File: config.mk
export PLATFORM = sky130hd
export DESIGN_NAME = supply_fault_responder
export DESIGN_NICKNAME = d
export VERILOG_FILES = /design/src/rtl/sfr_pkg.sv /design/src/rtl/sfr_glitch_filter.sv /design/src/rtl/sfr_domain_resolver.sv /design/src/rtl/sfr_sequencer.sv /design/src/rtl/supply_fault_responder.sv
export SDC_FILE = /design/constraint.sdc
export NUM_CORES = 1
export LEC_CHECK = 0
export BUFFER_PORTS_ARGS = -buffer_cell sky130_fd_sc_hd__buf_2
export CAP_MARGIN = 15
export CORE_AREA = 10 10 102 104
export CTS_BUF_LIST = sky130_fd_sc_hd__clkbuf_8
export DETAILED_ROUTE_END_ITERATION = 12
export DIE_AREA = 0 0 112 114
export GPL_TIMING_DRIVEN = 0
export PLACE_DENSITY = 0.75
export SETUP_SLACK_MARGIN = 0.1
export SLEW_MARGIN = 10
export SYNTH_ARGS = -nofsm -noshare
export SYNTH_HDL_FRONTEND = slang
export SYNTH_SLANG_ARGS = --single-unit
File: constraint.sdc
create_clock -name clk -period 4.8 [get_ports clk]
set_input_delay 0.96 -clock clk [delete_from_list [all_inputs] [get_ports clk]]
set_output_delay 0.96 -clock clk [all_outputs]
set_load 0.02 [all_outputs]
File: src/rtl/sfr_pkg.sv
package sfr_pkg;
  localparam logic [1:0] DOM_MCU = 2'd0;
  localparam logic [1:0] DOM_SOC = 2'd1;

  localparam int FLAG_MCU = 0;
  localparam int FLAG_SOC = 1;
  localparam int FLAG_OTH = 2;
  localparam int FLAG_VOV = 3;
  localparam int FLAG_PG  = 4;
  localparam int FLAG_RB  = 5;
  localparam int NUM_FLAGS = 6;

  localparam logic [1:0] ADDR_MAP  = 2'd0;
  localparam logic [1:0] ADDR_CTRL = 2'd1;
  localparam logic [1:0] ADDR_FLAG = 2'd2;

  function automatic logic code_is_mcu(logic [1:0] c);
    return c == DOM_MCU;
  endfunction

  function automatic logic code_is_soc(logic [1:0] c);
    return c == DOM_SOC;
  endfunction

  function automatic logic code_is_oth(logic [1:0] c);
    return c[1];
  endfunction
endpackage

File: src/rtl/sfr_glitch_filter.sv
module sfr_glitch_filter #(
  parameter int FW = 4
) (
  input  logic          clk,
  input  logic          rst_n,
  input  logic          en,
  input  logic          din,
  input  logic [FW-1:0] len,
  output logic          busy,
  output logic          pass
);
  localparam logic [FW-1:0] CNT_MAX = '1;
  logic [FW-1:0] cnt;

  always_ff @(posedge clk or negedge rst_n) begin
    if (!rst_n)              cnt <= '0;
    else if (!en || !din)    cnt <= '0;
    else if (cnt != CNT_MAX) cnt <= cnt + 1'b1;
  end

  assign busy = en && din;
  assign pass = en && din && (cnt >= len);
endmodule

File: src/rtl/sfr_domain_resolver.sv
module sfr_domain_resolver #(
  parameter int N_RAILS = 6,
  localparam int MAP_W = 2 * (N_RAILS + 1)
) (
  input  logic [N_RAILS-1:0] rail_pass,
  input  logic               pg_pass,
  input  logic [MAP_W-1:0]   map,
  output logic               fl_mcu,
  output logic               fl_soc,
  output logic               fl_oth,
  output logic               resp_mcu,
  output logic               resp_soc
);
  import sfr_pkg::*;
  logic [N_RAILS-1:0] hit_m, hit_s, hit_o;
  logic [1:0] pg_code;

  for (genvar i = 0; i < N_RAILS; i++) begin : g_slot
    logic [1:0] code;
    assign code     = map[2*i +: 2];
    assign hit_m[i] = rail_pass[i] && code_is_mcu(code);
    assign hit_s[i] = rail_pass[i] && code_is_soc(code);
    assign hit_o[i] = rail_pass[i] && code_is_oth(code);
  end

  assign pg_code  = map[2*N_RAILS +: 2];
  assign fl_mcu   = |hit_m;
  assign fl_soc   = |hit_s;
  assign fl_oth   = |hit_o;
  assign resp_mcu = fl_mcu || (pg_pass && code_is_mcu(pg_code));
  assign resp_soc = fl_soc || (pg_pass && code_is_soc(pg_code));
endmodule

File: src/rtl/sfr_sequencer.sv
module sfr_sequencer (
  input  logic clk,
  input  logic rst_n,
  input  logic resp_mcu,
  input  logic resp_soc,
  input  logic vin_ov,
  input  logic wake_req,
  output logic running,
  output logic soc_down,
  output logic vin_cut
);
  always_ff @(posedge clk or negedge rst_n) begin
    if (!rst_n) begin
      running  <= 1'b1;
      soc_down <= 1'b0;
      vin_cut  <= 1'b0;
    end else if (running) begin
      if (vin_ov || resp_mcu) begin
        running  <= 1'b0;
        soc_down <= 1'b0;
        vin_cut  <= vin_ov;
      end else if (resp_soc) begin
        soc_down <= 1'b1;
      end else if (wake_req) begin
        soc_down <= 1'b0;
      end
    end else if (wake_req) begin
      running  <= 1'b1;
      soc_down <= 1'b0;
      vin_cut  <= 1'b0;
    end
  end
endmodule

File: src/rtl/supply_fault_responder.sv
module supply_fault_responder #(
  parameter int N_RAILS = 6,
  parameter int FW = 4,
  parameter int REG_W = 16,
  parameter logic [FW-1:0] FILT_DEF = 4'd2
) (
  input  logic               clk,
  input  logic               rst_n,
  input  logic [N_RAILS-1:0] rail_flt,
  input  logic               vin_pg_flt,
  input  logic               vin_ov,
  input  logic               wake_req,
  input  logic               endrv_fb,
  input  logic               mcu_rst_fb,
  input  logic               soc_rst_fb,
  input  logic               int_fb,
  input  logic               reg_wr,
  input  logic [1:0]         reg_addr,
  input  logic [REG_W-1:0]   reg_wdata,
  output logic [REG_W-1:0]   reg_rdata,
  output logic               endrv,
  output logic               mcu_rst_n,
  output logic               soc_rst_n,
  output logic [N_RAILS-1:0] rail_en,
  output logic               vin_sw_on,
  output logic               int_n
);
  import sfr_pkg::*;
  localparam int MAP_W  = 2 * (N_RAILS + 1);
  localparam int PG_BIT = 8;
  localparam int NF     = NUM_FLAGS;

  logic [MAP_W-1:0]   map_q;
  logic [FW-1:0]      len_q;
  logic               pg_en_q;
  logic [NF-1:0]      flags_q, flag_set, clr_mask;
  logic [N_RAILS-1:0] rail_pass, rail_busy;
  logic               pg_pass, pg_busy;
  logic               fl_mcu, fl_soc, fl_oth, resp_mcu, resp_soc;
  logic               running, soc_down, vin_cut;
  logic               vin_ov_acc, rb_err, cfg_ok;

  for (genvar i = 0; i < N_RAILS; i++) begin : g_rail
    sfr_glitch_filter #(.FW(FW)) u_filt (
      .clk(clk), .rst_n(rst_n), .en(rail_en[i]), .din(rail_flt[i]),
      .len(len_q), .busy(rail_busy[i]), .pass(rail_pass[i]));
    assign rail_en[i] = running &&
                        !(soc_down && code_is_soc(map_q[2*i +: 2]));
  end

  sfr_glitch_filter #(.FW(FW)) u_pg_filt (
    .clk(clk), .rst_n(rst_n), .en(running && pg_en_q), .din(vin_pg_flt),
    .len(len_q), .busy(pg_busy), .pass(pg_pass));

  sfr_domain_resolver #(.N_RAILS(N_RAILS)) u_res (
    .rail_pass(rail_pass), .pg_pass(pg_pass), .map(map_q),
    .fl_mcu(fl_mcu), .fl_soc(fl_soc), .fl_oth(fl_oth),
    .resp_mcu(resp_mcu), .resp_soc(resp_soc));

  assign vin_ov_acc = running && vin_ov;

  sfr_sequencer u_seq (
    .clk(clk), .rst_n(rst_n), .resp_mcu(resp_mcu), .resp_soc(resp_soc),
    .vin_ov(vin_ov_acc), .wake_req(wake_req),
    .running(running), .soc_down(soc_down), .vin_cut(vin_cut));

  assign endrv     = running;
  assign mcu_rst_n = running;
  assign soc_rst_n = running && !soc_down;
  assign vin_sw_on = !vin_cut;
  assign int_n     = !(running && (|flags_q));

  assign rb_err = (endrv_fb != endrv) || (mcu_rst_fb != mcu_rst_n) ||
                  (soc_rst_fb != soc_rst_n) || (int_fb != int_n);

  always_comb begin
    flag_set           = '0;
    flag_set[FLAG_MCU] = fl_mcu;
    flag_set[FLAG_SOC] = fl_soc;
    flag_set[FLAG_OTH] = fl_oth;
    flag_set[FLAG_VOV] = vin_ov_acc;
    flag_set[FLAG_PG]  = pg_pass;
    flag_set[FLAG_RB]  = rb_err;
  end

  assign clr_mask = (reg_wr && reg_addr == ADDR_FLAG) ? reg_wdata[NF-1:0] : '0;
  assign cfg_ok   = running && !soc_down && !(|rail_busy) && !pg_busy;

  always_ff @(posedge clk or negedge rst_n) begin
    if (!rst_n) begin
      map_q   <= '0;
      len_q   <= FILT_DEF;
      pg_en_q <= 1'b0;
      flags_q <= '0;
    end else begin
      flags_q <= (flags_q & ~clr_mask) | flag_set;
      if (reg_wr && cfg_ok && reg_addr == ADDR_MAP)
        map_q <= reg_wdata[MAP_W-1:0];
      if (reg_wr && cfg_ok && reg_addr == ADDR_CTRL) begin
        len_q   <= reg_wdata[FW-1:0];
        pg_en_q <= reg_wdata[PG_BIT];
      end
    end
  end

  always_comb begin
    reg_rdata = '0;
    case (reg_addr)
      ADDR_MAP:  reg_rdata[MAP_W-1:0] = map_q;
      ADDR_CTRL: begin
        reg_rdata[FW-1:0]  = len_q;
        reg_rdata[PG_BIT]  = pg_en_q;
      end
      ADDR_FLAG: reg_rdata[NF-1:0] = flags_q;
      default:   reg_rdata = '0;
    endcase
  end
endmodule

# Yosys cells after proc, flatten, opt, wreduce, memory -nomap -nowiden
# Index checks and enable logic that the tools add are counted.
# Widths: inputs -> output; s select.
[classes]
n_lt_le_gt_ge = 7
muxes = 30
eq_ne = 21
n_reduce_logical = 116
n_bitwise = 3
addsub = 7
[op_table]
columns = ["cell", "n"]
rows = [
  ["$logic_and 1x1->1", 56],
  ["$mux 4", 14],
  ["$reduce_or 6->1", 5],
  ["$add 4x1->4 const B", 7],
  ["$ge 4x4->1", 7],
  ["$ne 4x4->1 const B", 7],
  ["$logic_not 1->1", 25],
  ["$eq 2x1->1 const B", 8],
  ["$logic_not 2->1", 8],
  ["$reduce_bool 2->1", 8],
  ["$logic_or 1x1->1", 13],
  ["$pmux 4 s3", 1],
  ["$mux 1", 10],
  ["$and 6x6->6", 1],
  ["$mux 6", 1],
  ["$not 6->6", 1],
  ["$or 6x6->6", 1],
  ["$mux 5", 1],
  ["$ne 1x1->1", 4],
  ["$pmux 2 s2", 1],
  ["$eq 2x2->1 const B", 1],
  ["$mux 2", 1],
  ["$ne 2x2->1 const B", 1],
  ["$pmux 1 s2", 1],
  ["$reduce_and 2->1", 1],
]
[word_totals]
output_inout_bits = 27
regBits = 56
word_cells = 198

# Longest topological paths before layout
[depth]
ltp_word = 12
mapped_depth = 8

# By module
# Synthesis repeated with hierarchy kept, for this count alone.
[unflattened]
cells_unflattened = 399
area_unflattened_um2 = 3803.6
[modules_own_cells]
columns = ["mod", "seq_area_each_um2", "area_per_inst_um2", "cells_each", "n_inst"]
rows = [
  ["sfr_glitch_filter", 100.1, 296.5, 34, 7],
  ["supply_fault_responder", 626.9, 1410.1, 122, 1],
  ["sfr_domain_resolver", 0.0, 186.4, 26, 1],
  ["sfr_sequencer", 76.3, 131.4, 13, 1],
]

# Least setup slack after synthesis
# No wires, ideal clock.
[synth_timing]
path_kind = "input -> output"
start = "in reg_addr[0]"
end = "out reg_rdata[0]"
n_path_buf = 1
path_slack_ns = 1.905
stages = 3
arrival_time_ns = 1.935
path_cell_list = "buf_1 mux2i_1 o21ai_0"
[synth_via]
elab_chain_len = 2
elab_cells_between_ends = 4
cone_classes = "2 x eq/ne; 1 x mux; 1 x reduce/logical"
[synth_rtl]
columns = ["item", "line", "rtl"]
rows = [
  ["start: declaration", "supply_fault_responder.sv:18", "input logic [1:0] reg_addr,"],
  ["$eq 2x2->1, or another cell as far along", "supply_fault_responder.sv:108", "case (reg_addr)"],
  ["$pmux 4 s3 (*)", "supply_fault_responder.sv:108", ""],
  ["end: declaration", "supply_fault_responder.sv:20", "output logic [REG_W-1:0] reg_rdata,"],
]
# Mark *: on every way between the ends. The rest lies on a longest branch, timed or not.

# Worst setup path in the final report
[layout_timing]
start = "reg u_seq.running"
end = "out rail_en[1]"
[layout_via]
elab_chain_len = 1
[layout_rtl]
columns = ["item", "line", "rtl"]
rows = [
  ["start: declaration", "sfr_sequencer.sv:8", "output logic running,"],
  ["start signal: assignment", "sfr_sequencer.sv:14", "running <= 1'b1;"],
  ["start signal: assignment", "sfr_sequencer.sv:19", "running <= 1'b0;"],
  ["start signal: assignment", "sfr_sequencer.sv:28", "running <= 1'b1;"],
  ["$logic_and 1x1->1", "supply_fault_responder.sv:47", "assign rail_en[i] = running &&"],
  ["end: declaration", "supply_fault_responder.sv:24", "output logic [N_RAILS-1:0] rail_en,"],
]
# Every way passes these cells.

==> metrics.yaml <==
viasPerCell: 5.472
wirelength_microns: 9344
path_class: "register to output port"
avgSynthCellArea_sq_um: 9.899
die_h_microns: 114
period_minus_slack_ns: 3.169
finalHoldViolCount: 0
min_path_cells: 2
cts_root_buffer: "clkbuf_8"
core_area_sq_mm: 0.008466
dp_hpwl_microns: 7288
hold-path-endpoint: "flags_q[4]$_DFF_PN0_"
p_leak_nw: 2.046
initial_utilization: 0.4373
ctsResizeCount: 0
top_level_ports: 61
grt_pass1_wl_microns: 15660
start_kind: "register"
cts_inserted_buffers: 5
n_antenna_cell: 0
synth-edff-count: 0
finalSetupTns_ns: 0
power_w: 0.002051
final_nets: 509
post_drt_wl_per_cell_microns: 17.02
cts_hold_buf: 0
ys_warn_count: 0
cts_setup_buffers: 0
netlist_area_sq_mm: 0.003702
synth_top_area_share: 0.3650
fin_crit_sh: 0.6601
synthDistinctLibCells: 49
async_reset_ff_frac: 1.000
fin_skew_ns: 0.009425
power_density_mw_per_mm2: 481.5
clk_pin_slew_ns: 0.10
crit_arrival_ns: 2.21
hold_path.class: "register to register"
min_from: "flags_q[4]$_DFF_PN0_"
drt_pre_antenna_iters: 4
clkLatencyLatePin_ns: 0.31
dp_slack_ns: 1.693
fin_ws_ns: 1.631
yosysSeqAreaShare: 0.3792
cp-end-kind: "output port"
antenna_found_initial: 0
area_growth_pct: 15.04
grt_max_degree: 35
r2r_start: "len_q[1]$_DFFE_PN1P_"
nFillCells: 755
cts_buffer_depth: 2
synth_top_area_cell: "dfrtp_1"
grtUsageTotal: 0.1465
rsz0062_at_grt: "false"
ff2ff_path_depth: 7
max-slew-margin-rel: 0.5897
grt_overflow_total: 0
portBuffers: 56
fmax_mhz: 315.6
grt_pass1_vias: 3121
num_rows: 34
r2r_end: "u_seq.soc_down$_DFF_PN0_"
max_slew.worst_pin.slew_ns: 0.6155
ys_ff_latch: 56
dieArea_sq_mm: 0.01277
setup-violations-final: 0
finalMaxSlewViolations: 0
yosys-top-cells-area: "dfrtp_1, ha_1, nor2_1"
drtAntennaViolNets: 0
place.gp.congestion: 0.8386
cts_tree: "done"
numClockSinks: 56
drc_errors: 0
worst-r2r-setup-slack_ns: 2.42
drt-initial-drc-count: 178
h-tree-depth: 2
ir_drop_mv: 0.2757
ys_dominant_reg_cell: "dfrtp_1"
outcome: "finished, final reports clean"
cp_data_required_time_ns: 3.84
die-width_microns: 112
synthCells: 374
final_layout_size_suffix_gt1_frac: 0.2472
cap_violations: 0
crit_fanout: 10
dr_total_vias: 3004
post-route-util: 0.5031
==> how the worst max path moves through the flow <==
stage          slack (ns)                     from      endpoint  depth (start not counted)
2_1_floorplan        1.90              reg_addr[0]  reg_rdata[0]                          3
4_1_cts              1.63  u_seq.running$_DFF_PN1_    rail_en[1]                          5
3_5_place_dp         1.69              reg_addr[0]  reg_rdata[0]                          5
6_report             1.63  u_seq.running$_DFF_PN1_    rail_en[1]                          5
5_1_grt              1.52  u_seq.running$_DFF_PN1_    rail_en[1]                          5
3_3_place_gp         1.73              reg_addr[0]  reg_rdata[2]                          5
==> sequential cells by signal (all words and copies together), names as in the netlist <==
register           count
map_q                 14
flags_q                6
u_seq.running          1
pg_en_q                1
u_seq.soc_down         1
g_rail.u_filt.cnt     24
len_q                  4
u_seq.vin_cut          1
u_pg_filt.cnt          4
==> synth_stat cells (2+ instances only) <==
cell type / instances
dfrtp_1: 54
nor2_1: 44
ha_1: 35
nand2_1: 23
nor3_1: 23
inv_1: 17
nand3_1: 16
mux2i_1: 15
and2_1: 11
buf_4: 11
mux2_4: 10
nand3b_1: 8
xnor2_1: 8
a31oi_1: 7
nand2b_1: 7
nand3_2: 7
nor3b_1: 7
o21ai_0: 7
a22oi_1: 6
o21a_1: 6
mux2_1: 5
a2111oi_2: 4
mux2_2: 4
nor2b_1: 4
a21oi_1: 3
clkbuf_1: 3
nand4_1: 3
a2111oi_0: 2
a22oi_2: 2
a32oi_1: 2
dfstp_2: 2
==> stage by stage <==
step                      area (sq um)  hold WS [ns]  cells
final                             4259        0.5209    549
after global routing              4259        0.5511    549
after CTS                         4259        0.5237    549
after detailed placement          4169        0.5021    541
after global placement            4121        0.4855    539
after floorplan                   3706        0.4610    375
==> metal layers <==
layer  vias to the layer above  global-route usage  part of all wire
met5                         -                   0                 0
met4                         0             0.03384            0.0091
met3                         7             0.03097             0.040
met2                        61              0.2475              0.48
met1                      1477              0.1874              0.47
li1                       1459                   -                 -
==> report_power, final <==
| part | internal [W] | switching, W | total (W) |
|---|---|---|---|
| Clock | 0.000114 | 0.000154 | 0.000268 |
| Combinational | 0.000464 | 0.000529 | 0.000993 |
| Sequential | 0.000606 | 0.000183 | 0.000789 |
| Total | 0.00118 | 0.000867 | 0.00205 |
==> cell families (layout without fill, tap and decap cells) <==
| logic type | Yosys count | in the layout | synth area share |
|---|---|---|---|
| muxes | 34 | 34 | 0.1085 |
| other | 1 | 2 | 0.001013 |
| xor gates and xnor gates | 9 | 9 | 0.02129 |
| AOI/OAI and AO/OA | 46 | 46 | 0.09868 |
| and+or+nand+nor | 160 | 160 | 0.2264 |
| buffers and inverters | 33 | 99 | 0.04664 |
| adders and majority gates | 35 | 35 | 0.1183 |
| DFF | 56 | 56 | 0.3792 |
==> worst max-delay path, cell delays in order (launching register included) <==
cell and delay (ns):
dfstp_2 0.65, buf_4 0.25, clkbuf_1 0.48, and2_1 0.25
buf_4 0.11, buf_2 0.15
==> cells in the final DEF, fill, tap and decap left out, types with 3 or more instances in the layout <==
cell type,Yosys,final
buf_2,0,56
dfrtp_1,54,54
nor2_1,44,44
ha_1,35,35
nor3_1,23,23
nand2_1,23,23
inv_1,17,19
nand3_1,16,16
mux2i_1,15,15
and2_1,11,11
buf_4,11,11
mux2_4,10,10
nand3b_1,8,8
xnor2_1,8,8
o21ai_0,7,7
nand2b_1,7,7
nand3_2,7,7
nor3b_1,7,7
a31oi_1,7,7
o21a_1,6,6
a22oi_1,6,6
clkbuf_8,0,6
mux2_1,5,5
nor2b_1,4,4
a2111oi_2,4,4
mux2_2,4,4
clkbuf_1,3,3
nand4_1,3,3
a21oi_1,3,3
==> cell type report <==
type | instances | area [sq um] | share of cell area
multi-input cells | 286 | 2130 | 0.5000
flip-flops and latches | 56 | 1404 | 0.3296
plain buffers | 16 | 108.9 | 0.02556
repair buffers | 58 | 327.8 | 0.07697
well taps | 108 | 135.1 | 0.03173
clock inverters | 2 | 7.507 | 0.001763
clock buffers | 6 | 82.58 | 0.01939
inverters | 17 | 63.81 | 0.01498
(Power assumes the default switching activity.)
